==> src/rtl/exposure_seq_pkg.sv <==
// Shared types for the exposure unit sequencer.
package exposure_seq_pkg;
    typedef enum logic [1:0] {
        SEQ_WAIT_INDEX = 2'd0,
        SEQ_RUN        = 2'd1,
        SEQ_HALTED     = 2'd2
    } seq_state_t;
endpackage

==> src/rtl/async_rise_detect.sv <==
// Brings an asynchronous level into the clock domain through a synchronizer
// chain of SYNC_STAGES flops, then flags each rising edge for one cycle.
// Assumes the input stays high or low for at least one clock at a time.
module async_rise_detect #(
    parameter int SYNC_STAGES = 2
) (
    input  logic clk,
    input  logic rst_n,
    input  logic async_i,
    output logic rise_o
);
    localparam int CHAIN_W = SYNC_STAGES + 1;

    logic [CHAIN_W-1:0] chain_q;

    // shift the async level through the synchronizer plus one history flop
    always_ff @(posedge clk) begin
        if (!rst_n) chain_q <= '0;
        else        chain_q <= {chain_q[CHAIN_W-2:0], async_i};
    end

    // rising edge: synchronized level high, previous level low
    always_comb rise_o = chain_q[SYNC_STAGES-1] & ~chain_q[SYNC_STAGES];

    // a single input rise never produces back-to-back edge flags
    p_single_rise_r10: assert property (@(posedge clk) disable iff (!rst_n)
        rise_o |=> !rise_o);
endmodule

==> src/rtl/dwell_counter.sv <==
// Down counter holding the remaining encoder pulses of the current unit.
// Loading a zero dwell field means a full 2**CNT_W pulses.
// Assumes the caller never decrements the count when it is 1; expiry at 1
// is handled by the caller.
module dwell_counter #(
    parameter int CNT_W = 8
) (
    input  logic             clk,
    input  logic             rst_n,
    input  logic             load_i,
    input  logic [CNT_W-1:0] load_val_i,
    input  logic             dec_i,
    output logic             at_one_o
);
    localparam int          FULL_W = CNT_W + 1;
    localparam logic [FULL_W-1:0] FULL_CNT = FULL_W'(1) << CNT_W;

    logic [FULL_W-1:0] cnt_q;

    // load a new dwell (zero field becomes full range) or count down one pulse
    always_ff @(posedge clk) begin
        if (!rst_n)      cnt_q <= '0;
        else if (load_i) cnt_q <= (load_val_i == '0) ? FULL_CNT : {1'b0, load_val_i};
        else if (dec_i)  cnt_q <= cnt_q - FULL_W'(1);
    end

    // the next pulse will finish the current unit
    always_comb at_one_o = (cnt_q == FULL_W'(1));

    // the caller never decrements an empty or expiring count
    p_no_dec_underflow_r4: assert property (@(posedge clk) disable iff (!rst_n)
        dec_i |-> (cnt_q > FULL_W'(1)));
    // a zero dwell field gives the full pulse range
    p_zero_dwell_full_r5: assert property (@(posedge clk) disable iff (!rst_n)
        (load_i && load_val_i == '0) |=> (cnt_q == FULL_CNT));
endmodule

==> src/rtl/unit_tracker.sv <==
// Counts the units issued in the current track and reports when the current
// unit is the last one. Assumes units_cfg_i is at least 1 and does not
// change while a track is running.
module unit_tracker #(
    parameter int UNIT_W = 16
) (
    input  logic              clk,
    input  logic              rst_n,
    input  logic              first_i,
    input  logic              adv_i,
    input  logic [UNIT_W-1:0] units_cfg_i,
    output logic              last_o
);
    logic [UNIT_W-1:0] issued_q;

    // restart the count on a track's first unit, bump it on each later unit
    always_ff @(posedge clk) begin
        if (!rst_n)       issued_q <= '0;
        else if (first_i) issued_q <= UNIT_W'(1);
        else if (adv_i)   issued_q <= issued_q + UNIT_W'(1);
    end

    // the current unit is the final one of the track
    always_comb last_o = (issued_q >= units_cfg_i);

    // no unit beyond the configured count is ever issued
    p_adv_within_track_r6: assert property (@(posedge clk) disable iff (!rst_n)
        adv_i |-> !last_o);
endmodule

==> src/rtl/exposure_unit_sequencer.sv <==
// Paces the exposure units of one circular track with encoder pulses.
// It waits for an index edge, then shows each record's intensity for that
// record's pulse count. It sets the code to zero at track end or when a
// record is missing; a missing record halts the block until reset.
// Assumes the record source holds its data stable while valid is high.
module exposure_unit_sequencer
    import exposure_seq_pkg::*;
#(
    parameter int CODE_W      = 8,
    parameter int DWELL_W     = 8,
    parameter int UNIT_W      = 16,
    parameter int SYNC_STAGES = 2
) (
    input  logic                       clk,
    input  logic                       rst_n,
    input  logic                       enc_pulse_i,
    input  logic                       index_i,
    input  logic [UNIT_W-1:0]          units_cfg_i,
    input  logic                       rec_valid_i,
    input  logic [CODE_W+DWELL_W-1:0]  rec_data_i,
    output logic                       rec_ready_o,
    output logic [CODE_W-1:0]          dac_code_o,
    output logic                       dac_stb_o,
    output logic                       track_done_o,
    output logic                       underrun_o
);
    localparam int REC_W = CODE_W + DWELL_W;

    seq_state_t state_q;
    logic enc_rise, idx_rise;
    logic cnt_at_one, unit_last;
    logic first_slot, expire, next_slot, take, finish, starve;
    logic [CODE_W-1:0]  rec_code;
    logic [DWELL_W-1:0] rec_dwell;

    async_rise_detect #(.SYNC_STAGES(SYNC_STAGES)) u_enc_sync (
        .clk(clk), .rst_n(rst_n), .async_i(enc_pulse_i), .rise_o(enc_rise));

    async_rise_detect #(.SYNC_STAGES(SYNC_STAGES)) u_idx_sync (
        .clk(clk), .rst_n(rst_n), .async_i(index_i), .rise_o(idx_rise));

    // split the record into intensity and dwell fields
    always_comb begin
        rec_code  = rec_data_i[CODE_W-1:0];
        rec_dwell = rec_data_i[REC_W-1:CODE_W];
    end

    // decide this cycle's event: first unit, next unit, track end or underrun
    always_comb begin
        first_slot  = (state_q == SEQ_WAIT_INDEX) && idx_rise;
        expire      = (state_q == SEQ_RUN) && enc_rise && cnt_at_one;
        next_slot   = expire && !unit_last;
        finish      = expire && unit_last;
        rec_ready_o = first_slot || next_slot;
        take        = rec_ready_o && rec_valid_i;
        starve      = rec_ready_o && !rec_valid_i;
    end

    dwell_counter #(.CNT_W(DWELL_W)) u_dwell (
        .clk(clk), .rst_n(rst_n),
        .load_i(take), .load_val_i(rec_dwell),
        .dec_i((state_q == SEQ_RUN) && enc_rise && !cnt_at_one),
        .at_one_o(cnt_at_one));

    unit_tracker #(.UNIT_W(UNIT_W)) u_units (
        .clk(clk), .rst_n(rst_n),
        .first_i(take && (state_q == SEQ_WAIT_INDEX)),
        .adv_i(take && (state_q == SEQ_RUN)),
        .units_cfg_i(units_cfg_i),
        .last_o(unit_last));

    // sequencer state: wait for index, run the track, or halt on underrun
    always_ff @(posedge clk) begin
        if (!rst_n) state_q <= SEQ_WAIT_INDEX;
        else begin
            unique case (state_q)
                SEQ_WAIT_INDEX: if (take) state_q <= SEQ_RUN;
                                else if (starve) state_q <= SEQ_HALTED;
                SEQ_RUN:        if (finish) state_q <= SEQ_WAIT_INDEX;
                                else if (starve) state_q <= SEQ_HALTED;
                default:        state_q <= SEQ_HALTED;
            endcase
        end
    end

    // register the DAC code, its strobe and the completion/underrun flags
    always_ff @(posedge clk) begin
        if (!rst_n) begin
            dac_code_o   <= '0;
            dac_stb_o    <= 1'b0;
            track_done_o <= 1'b0;
            underrun_o   <= 1'b0;
        end else begin
            if (take)                 dac_code_o <= rec_code;
            else if (finish || starve) dac_code_o <= '0;
            dac_stb_o    <= take || finish || starve;
            track_done_o <= finish;
            underrun_o   <= underrun_o || starve;
        end
    end

    // underrun never clears without reset
    p_sticky_underrun_r7: assert property (@(posedge clk) disable iff (!rst_n)
        underrun_o |=> underrun_o);
    // a halted block shows zero and accepts nothing
    p_halt_quiet_r7: assert property (@(posedge clk) disable iff (!rst_n)
        underrun_o |-> (dac_code_o == '0) && !rec_ready_o);
    // track completion comes with a zero code
    p_done_zero_code_r6: assert property (@(posedge clk) disable iff (!rst_n)
        track_done_o |-> (dac_code_o == '0) && dac_stb_o);
    // the code only moves in a strobed cycle
    p_code_needs_strobe_r8: assert property (@(posedge clk) disable iff (!rst_n)
        !dac_stb_o |-> $stable(dac_code_o));
    // records are requested only on a synchronized input edge
    p_ready_on_edge_r2: assert property (@(posedge clk) disable iff (!rst_n)
        rec_ready_o |-> (idx_rise || enc_rise));
endmodule

==> config.mk <==
export PLATFORM = sky130hd
export DESIGN_NAME = exposure_unit_sequencer
export DESIGN_NICKNAME = d
export VERILOG_FILES = /design/src/rtl/exposure_seq_pkg.sv /design/src/rtl/async_rise_detect.sv /design/src/rtl/dwell_counter.sv /design/src/rtl/unit_tracker.sv /design/src/rtl/exposure_unit_sequencer.sv
export SDC_FILE = /design/constraint.sdc
export NUM_CORES = 1
export LEC_CHECK = 0
export CAP_MARGIN = 0
export CORE_ASPECT_RATIO = 1.1
export CORE_MARGIN = 3
export CORE_UTILIZATION = 45
export DETAILED_ROUTE_END_ITERATION = 10
export HOLD_SLACK_MARGIN = 0.1
export PLACE_DENSITY = 0.74
export SLEW_MARGIN = 10
export SYNTH_ARGS = -nofsm -noshare
export SYNTH_HDL_FRONTEND = slang
export SYNTH_SLANG_ARGS = --single-unit
==> constraint.sdc <==
create_clock -name clk -period 2.56 [get_ports clk]
set_input_delay 0.512 -clock clk [delete_from_list [all_inputs] [get_ports clk]]
set_output_delay 0.512 -clock clk [all_outputs]
set_load 0.02 [all_outputs]
==> results of run 1 <==
final cells by class:
cell class	count	area (um2)	area share (%)
sequential	44	882	24.1
inverter	24	90.1	2.46
clock inverter	2	12.5	0.342
multi-input combinational	204	1680	45.8
timing repair buffer	95	840	22.9
tap	72	90.1	2.46
clock buffer	5	68.8	1.88
power groups by stage:
stage	sequential (W)	clock [W]	combinational, W
after CTS	0.000704	0.000435	0.000196
after global routing	0.000706	0.000460	0.000221
after detailed placement	0.000720	0	0.000185
after floorplan	0.000725	0	0.0000748
final	0.000704	0.000423	0.000201
after global placement	0.000719	0	0.000181
cell usage in the layout, fill, tap and decap left out, drive strengths merged, types with 2 or more instances in the layout:
cell type / count
or2: 3
nand4: 5
nor4b: 2
a21oi: 23
and3: 4
a22o: 3
clkbuf: 8
a32o: 10
o2111ai: 4
o22ai: 2
ha: 19
a311oi: 6
xnor2: 2
a211oi: 3
dfxtp: 44
or4: 5
or4b: 2
clkdlybuf4s50: 33
inv: 24
or3: 6
o211a: 2
nor2: 18
buf: 48
nor4: 2
o21ai: 8
nand3: 8
mux2i: 3
nor3: 6
o31ai: 4
o21a: 3
and2: 6
nor2b: 3
dlygate4sd2: 10
xor2: 4
nand2: 24
o211ai: 4
stage by stage:
step / instance area (um2) / utilization, % / instances
global route: 3660 / 71.3 / 446
detailed placement: 3340 / 65.1 / 436
CTS: 3600 / 70.2 / 444
global placement: 3340 / 65.1 / 436
finish: 3660 / 71.3 / 446
floorplan: 2470 / - / 283
what timing repair did:
item / 4_1_cts / 5_1_grt
gates cloned: 1 / 0
setup buffers: 1 / 2
pin swaps: 30 / 11
gates resized for setup: 57 / 20
endpoints found under the setup margin: 32 / 32
registers in the layout (all words and copies together), names as in the netlist:
signal and cells:
dac_stb_o 1, u_units.issued_q 16, u_dwell.cnt_q 9, track_done_o 1, underrun_o 1, u_enc_sync.chain_q 3
dac_code_o 8, state_q 2, u_idx_sync.chain_q 3
kinds of logic after synthesis:
family | count (synthesis) | share of synthesized area (%)
buf+inv | 36 | 5.99
simple gates | 98 | 22.4
compound gates | 77 | 22.9
flops | 44 | 35.7
fa+ha+maj | 19 | 9.64
xor+xnor | 6 | 2.13
mux | 3 | 1.22
worst max path at each step:
| stage | start | slack [ns] | depth (start not counted) | to |
|---|---|---|---|---|
| 3_5_place_dp | units_cfg_i[13] | -0.80 | 9 | rec_ready_o |
| 3_3_place_gp | units_cfg_i[13] | -0.77 | 9 | rec_ready_o |
| 5_1_grt | u_units.issued_q[13] | -0.08 | 7 | rec_ready_o |
| 4_1_cts | units_cfg_i[14] | 0.002 | 9 | rec_ready_o |
| 6_report | units_cfg_i[8] | 0.02 | 9 | rec_ready_o |
| 2_1_floorplan | units_cfg_i[2] | 0.07 | 8 | u_units.issued_q[11] |
layer usage:
layer  GRT usage [%]  vias up
met1            25.6     1130
met4            7.25        0
met2            37.3       40
li1                -     1227
met5               0        -
met3            4.54       13
==> flow_summary.json, run 1 <==
{
  "port-buffer-count": 48,
  "clk-insertion-delay-late_ns": 0.30,
  "die_area_um2": 6410,
  "wl_mm": 6.68,
  "fillers": 424,
  "route.top_layer_used": "met4",
  "period_share_pct": 99.4,
  "ys_async_sr_fraction_pct": 0,
  "nets": 430,
  "htree_levels": 2,
  "synth_top_area_share_pct": 35.7,
  "min_from": "u_idx_sync.chain_q[0]",
  "hold_path.class": "flip-flop to flip-flop",
  "pwr-share-clk_pct": 31.8,
  "rsz0062_at_grt": "yes",
  "arrival_ns": 2.03,
  "power.switching_w": 0.000337,
  "ys_seq_area_share_pct": 35.7,
  "vias": 2410,
  "tightest_slew_ns": 0.935,
  "cp-start-kind": "primary input",
  "synth_top_area_cell": "dfxtp_1",
  "cp_num_buf_inv": 3,
  "ir_worst_vdd_mv": 0.325,
  "grt.overflow.total": 0,
  "setup_viol": 0,
  "pwr-share-comb_pct": 15.1,
  "cap_violations": 0,
  "rr_endpoint": "u_units.issued_q[5]",
  "r2r-start": "u_dwell.cnt_q[1]",
  "clockRootBuffer": "clkbuf_8",
  "groute.usage.overall_pct": 21.2,
  "min_to": "u_idx_sync.chain_q[1]",
  "synth-edff-count": 0,
  "p_sw_share_pct": 25.4,
  "min_path_cells": 1,
  "cts_inserted_buffers": 5,
  "clk_path_buf_depth": 2,
  "layout-drive-gt1-share_pct": 28.6,
  "grt_pass1_vias": 2354,
  "die_width_um": 76.6,
  "holdWs_ns": 0.439,
  "drtPass1Iterations": 4,
  "place_ws_ns": -0.799,
  "power_leakage_nw": 1.49,
  "ys_ff_latch": 44,
  "drt_iter0_markers": 107,
  "grt_pass1_wl_mm": 11.1,
  "row_count": 27,
  "syn_area_um2": 2470,
  "met2WireLength_mm": 3.46,
  "path_class": "primary input to primary output",
  "ant_nets": 0,
  "end_kind": "primary output",
  "p_int_w": 0.000991,
  "synth.avg_cell_area_um2": 8.71,
  "die_h_um": 83.6,
  "fin_crit_ns": 2.54,
  "core-area_um2": 5130,
  "io_pins": 49,
  "m1WireLength_mm": 2.88,
  "slowest_delay_ns": 0.46,
  "cp_cell_sequence": "clkdlybuf4s50_1 -> inv_1 -> ha_2 -> a21oi_4 -> nor3_4 -> nor3b_4 -> o211ai_1 -> nand2_1 -> buf_6",
  "synthCells": 283,
  "netlist-cell-type-count": 52,
  "wl_met3_um": 195,
  "antenna_found_initial": 0,
  "ys.flop_type": "dfxtp_1",
  "initial_utilization_pct": 48.0,
  "path_delay_family": "buffers and inverters",
  "yosysMostFrequentCell": "dfxtp_1",
  "gp_congestion": 0.845,
  "wl_per_cell_um": 15.0,
  "cts_tree": "built",
  "postCtsHoldBufs": 0,
  "finalSetupTns_ns": 0,
  "finalHoldViolations": 0,
  "crit_fanout": 2,
  "rrSetupSlack_ns": 0.05,
  "dp_hpwl_mm": 4.59,
  "viasPerCell": 5.40,
  "fin_ws_ns": 0.0161,
  "grt_max_degree": 29,
  "syn-num-nets": 339,
  "synth_area_leaders": "dfxtp_1 (36%), ha_1 (9.6%), a21oi_1 (4.7%)",
  "skew_ns": 0.00887,
  "total_power_w": 0.00133,
  "crit_slowest_cell": "clkdlybuf4s50_1",
  "drc": 0,
  "cp.required_ns": 2.05,
  "status": "finished, final reports clean",
  "cts.sinks": 44,
  "powerDensity_nw_per_um2": 363,
  "slew_headroom_pct": 37.2,
  "ys_warn_count": 0,
  "r2r_cells": 11,
  "diodes": 0,
  "clk_pin_slew_ns": 0.08,
  "seq_power_share_pct": 53.0,
  "fmax_ghz": 0.393,
  "synthTopCellsByCount": "dfxtp_1 (44), inv_1 (24), nand2_1 (24)",
  "area_growth_pct": 48.4,
  "slew_viol_final": 0
}
No activity file was read; power rests on OpenSTA's default activity.
==> run 2, diff against run 1 <==
--- a/config.mk
+++ b/config.mk
@@ -12,7 +12,7 @@
 export DETAILED_ROUTE_END_ITERATION = 10
 export HOLD_SLACK_MARGIN = 0.1
 export PLACE_DENSITY = 0.74
-export SLEW_MARGIN = 10
+export SETUP_SLACK_MARGIN = 0.3
 export SYNTH_ARGS = -nofsm -noshare
 export SYNTH_HDL_FRONTEND = slang
 export SYNTH_SLANG_ARGS = --single-unit
==> flow_summary.json, run 2 (synthesis results as in run 1) <==
{
  "rrSetupSlack_ns": 0.05,
  "diodes": 0,
  "nets": 441,
  "power_leakage_nw": 1.61,
  "die_width_um": 76.6,
  "area_growth_pct": 65.3,
  "min_from": "u_enc_sync.chain_q[0]",
  "grt_pass1_vias": 2462,
  "wl_per_cell_um": 16.6,
  "drtPass1Iterations": 4,
  "ant_nets": 0,
  "place_inst": 427,
  "finalSetupTns_ns": 0,
  "setup_viol": 0,
  "tightest_slew_ns": 0.951,
  "groute.usage.overall_pct": 21.8,
  "layout-drive-gt1-share_pct": 39.4,
  "clk_pin_slew_ns": 0.09,
  "cts_inserted_buffers": 5,
  "cts_tree": "built",
  "cp.required_ns": 2.05,
  "die_h_um": 83.6,
  "finalNonFillerCells": 458,
  "clk_path_buf_depth": 2,
  "io_pins": 49,
  "initial_utilization_pct": 48.0,
  "cap_violations": 0,
  "end_kind": "primary output",
  "path_class": "primary input to primary output",
  "largest_reg_flops": 16,
  "reg_top3": "u_units.issued_q x16, u_dwell.cnt_q x9, dac_code_o x8",
  "antenna_found_initial": 0,
  "ir_worst_vdd_mv": 0.315,
  "grt_pass1_wl_mm": 11.5,
  "cp_cell_sequence": "dlygate4sd2_1 -> inv_2 -> ha_4 -> a211oi_2 -> o21ai_2 -> a21oi_2 -> o211ai_1 -> nand2_1 -> buf_6",
  "fmax_ghz": 0.394,
  "row_count": 27,
  "hold_path.class": "flip-flop to flip-flop",
  "cts.sinks": 44,
  "status": "finished, final reports clean",
  "r2r-start": "u_dwell.cnt_q[1]",
  "fin_ws_ns": 0.0249,
  "regArea_um2": 891,
  "min_to": "u_enc_sync.chain_q[1]",
  "dp_hpwl_mm": 4.43,
  "wl_mm": 7.60,
  "multiInputGateArea_um2": 1880,
  "min_path_cells": 1,
  "gp_congestion": 0.830,
  "top_register": "u_units.issued_q",
  "htree_levels": 2,
  "vias": 2562,
  "arrival_ns": 2.02,
  "total_power_w": 0.00146,
  "place_ws_ns": -0.734,
  "die_area_um2": 6410,
  "port-buffer-count": 48,
  "postCtsHoldBufs": 0,
  "fin_crit_ns": 2.54,
  "crit_fanout": 2,
  "powerDensity_nw_per_um2": 357,
  "fillers": 327,
  "drt_iter0_markers": 206,
  "slew_headroom_pct": 36.1,
  "cp-start-kind": "primary input",
  "grt_max_degree": 29,
  "finalHoldViolations": 0,
  "slowest_delay_ns": 0.26,
  "layout_common_cells": "buf_4 (41), dfxtp_1 (38), clkdlybuf4s50_1 (31)",
  "slew_viol_final": 0,
  "rr_endpoint": "u_units.issued_q[8]",
  "layout_commonest_cell": "buf_4",
  "skew_ns": 0.00623,
  "grt.overflow.total": 0,
  "clk-insertion-delay-late_ns": 0.30,
  "clockRootBuffer": "clkbuf_8",
  "viasPerCell": 5.59,
  "rsz0062_at_grt": "yes",
  "drc": 0,
  "crit_slowest_cell": "dlygate4sd2_1",
  "r2r_cells": 12,
  "period_share_pct": 99.0,
  "core-area_um2": 5130
}
[run 2: cell count changes in the layout (fill, tap and decap cells not counted), sizes merged]
cell | before | now
buf | 48 | 63
clkbuf | 8 | 6
clkdlybuf4s50 | 33 | 31
dlygate4sd2 | 10 | 12
bufinv | 0 | 1
clkdlybuf4s15 | 1 | 0
o2111ai | 4 | 3
[run 2: repair_timing]
item                       in CTS  in global routing
resized for setup              97                 47
buffers inserted               14                  6
gates cloned                    2                  1
setup endpoints to repair      35                 34
pin swaps                      45                 36
[run 2: per-stage QoR]
step / hold slack [ns] / instance area, um2 / utilization (%)
2_1_floorplan: 0.412 / 2490 / -
3_3_place_gp: 0.414 / 3280 / 64.0
3_5_place_dp: 0.420 / 3280 / 64.0
4_1_cts: 0.441 / 3770 / 73.4
5_1_grt: 0.461 / 4080 / 79.4
6_report: 0.439 / 4080 / 79.4
[run 2: layout make-up]
cell class | count | share of cell area, %
clock inverter | 3 | 1.04
inverter | 24 | 2.21
sequential | 44 | 21.9
tap | 72 | 2.21
clock buffer | 5 | 1.69
timing repair buffer | 107 | 24.8
multi-input combinational | 203 | 46.2
[run 2: worst max-delay path by stage]
stage                     startpoint          end  slack (ns)  cells past startpoint
floorplan             units_cfg_i[2]  rec_ready_o        0.31                      7
global placement     units_cfg_i[13]  rec_ready_o       -0.68                      9
detailed placement   units_cfg_i[13]  rec_ready_o       -0.73                      9
CTS                 u_dwell.cnt_q[1]  rec_ready_o        0.01                      8
global route        u_dwell.cnt_q[1]  rec_ready_o       -0.05                      8
finish                units_cfg_i[2]  rec_ready_o        0.02                      9
[run 2: power by group]
group,total [W],internal [W],switching [W],leakage (nW)
registers,0.000704,0.000697,0.00000759,0.360
logic,0.000217,0.000114,0.000103,1.20
clock network,0.000535,0.000289,0.000246,0.0541
[run 2: worst max-delay path, delay by kind of cell]
family | cells | cell delay (ns)
buffers and inverters | 3 | 0.45
AOI/OAI and AO/OA | 4 | 0.73
and+or+nand+nor | 1 | 0.12
adders and majority gates | 1 | 0.20
[run 2: routing by layer]
| metal | track usage, % | vias up | routed length, um | part of all wire [%] |
|---|---|---|---|---|
| met3 | 3.89 | 16 | 245 | 3.2 |
| met1 | 25.4 | 1220 | 3090 | 41 |
| met2 | 40.1 | 71 | 4110 | 54 |
| met4 | 6.43 | 0 | 155 | 2.0 |
| met5 | 0 | - | 0 | 0 |
| li1 | - | 1255 | - | - |
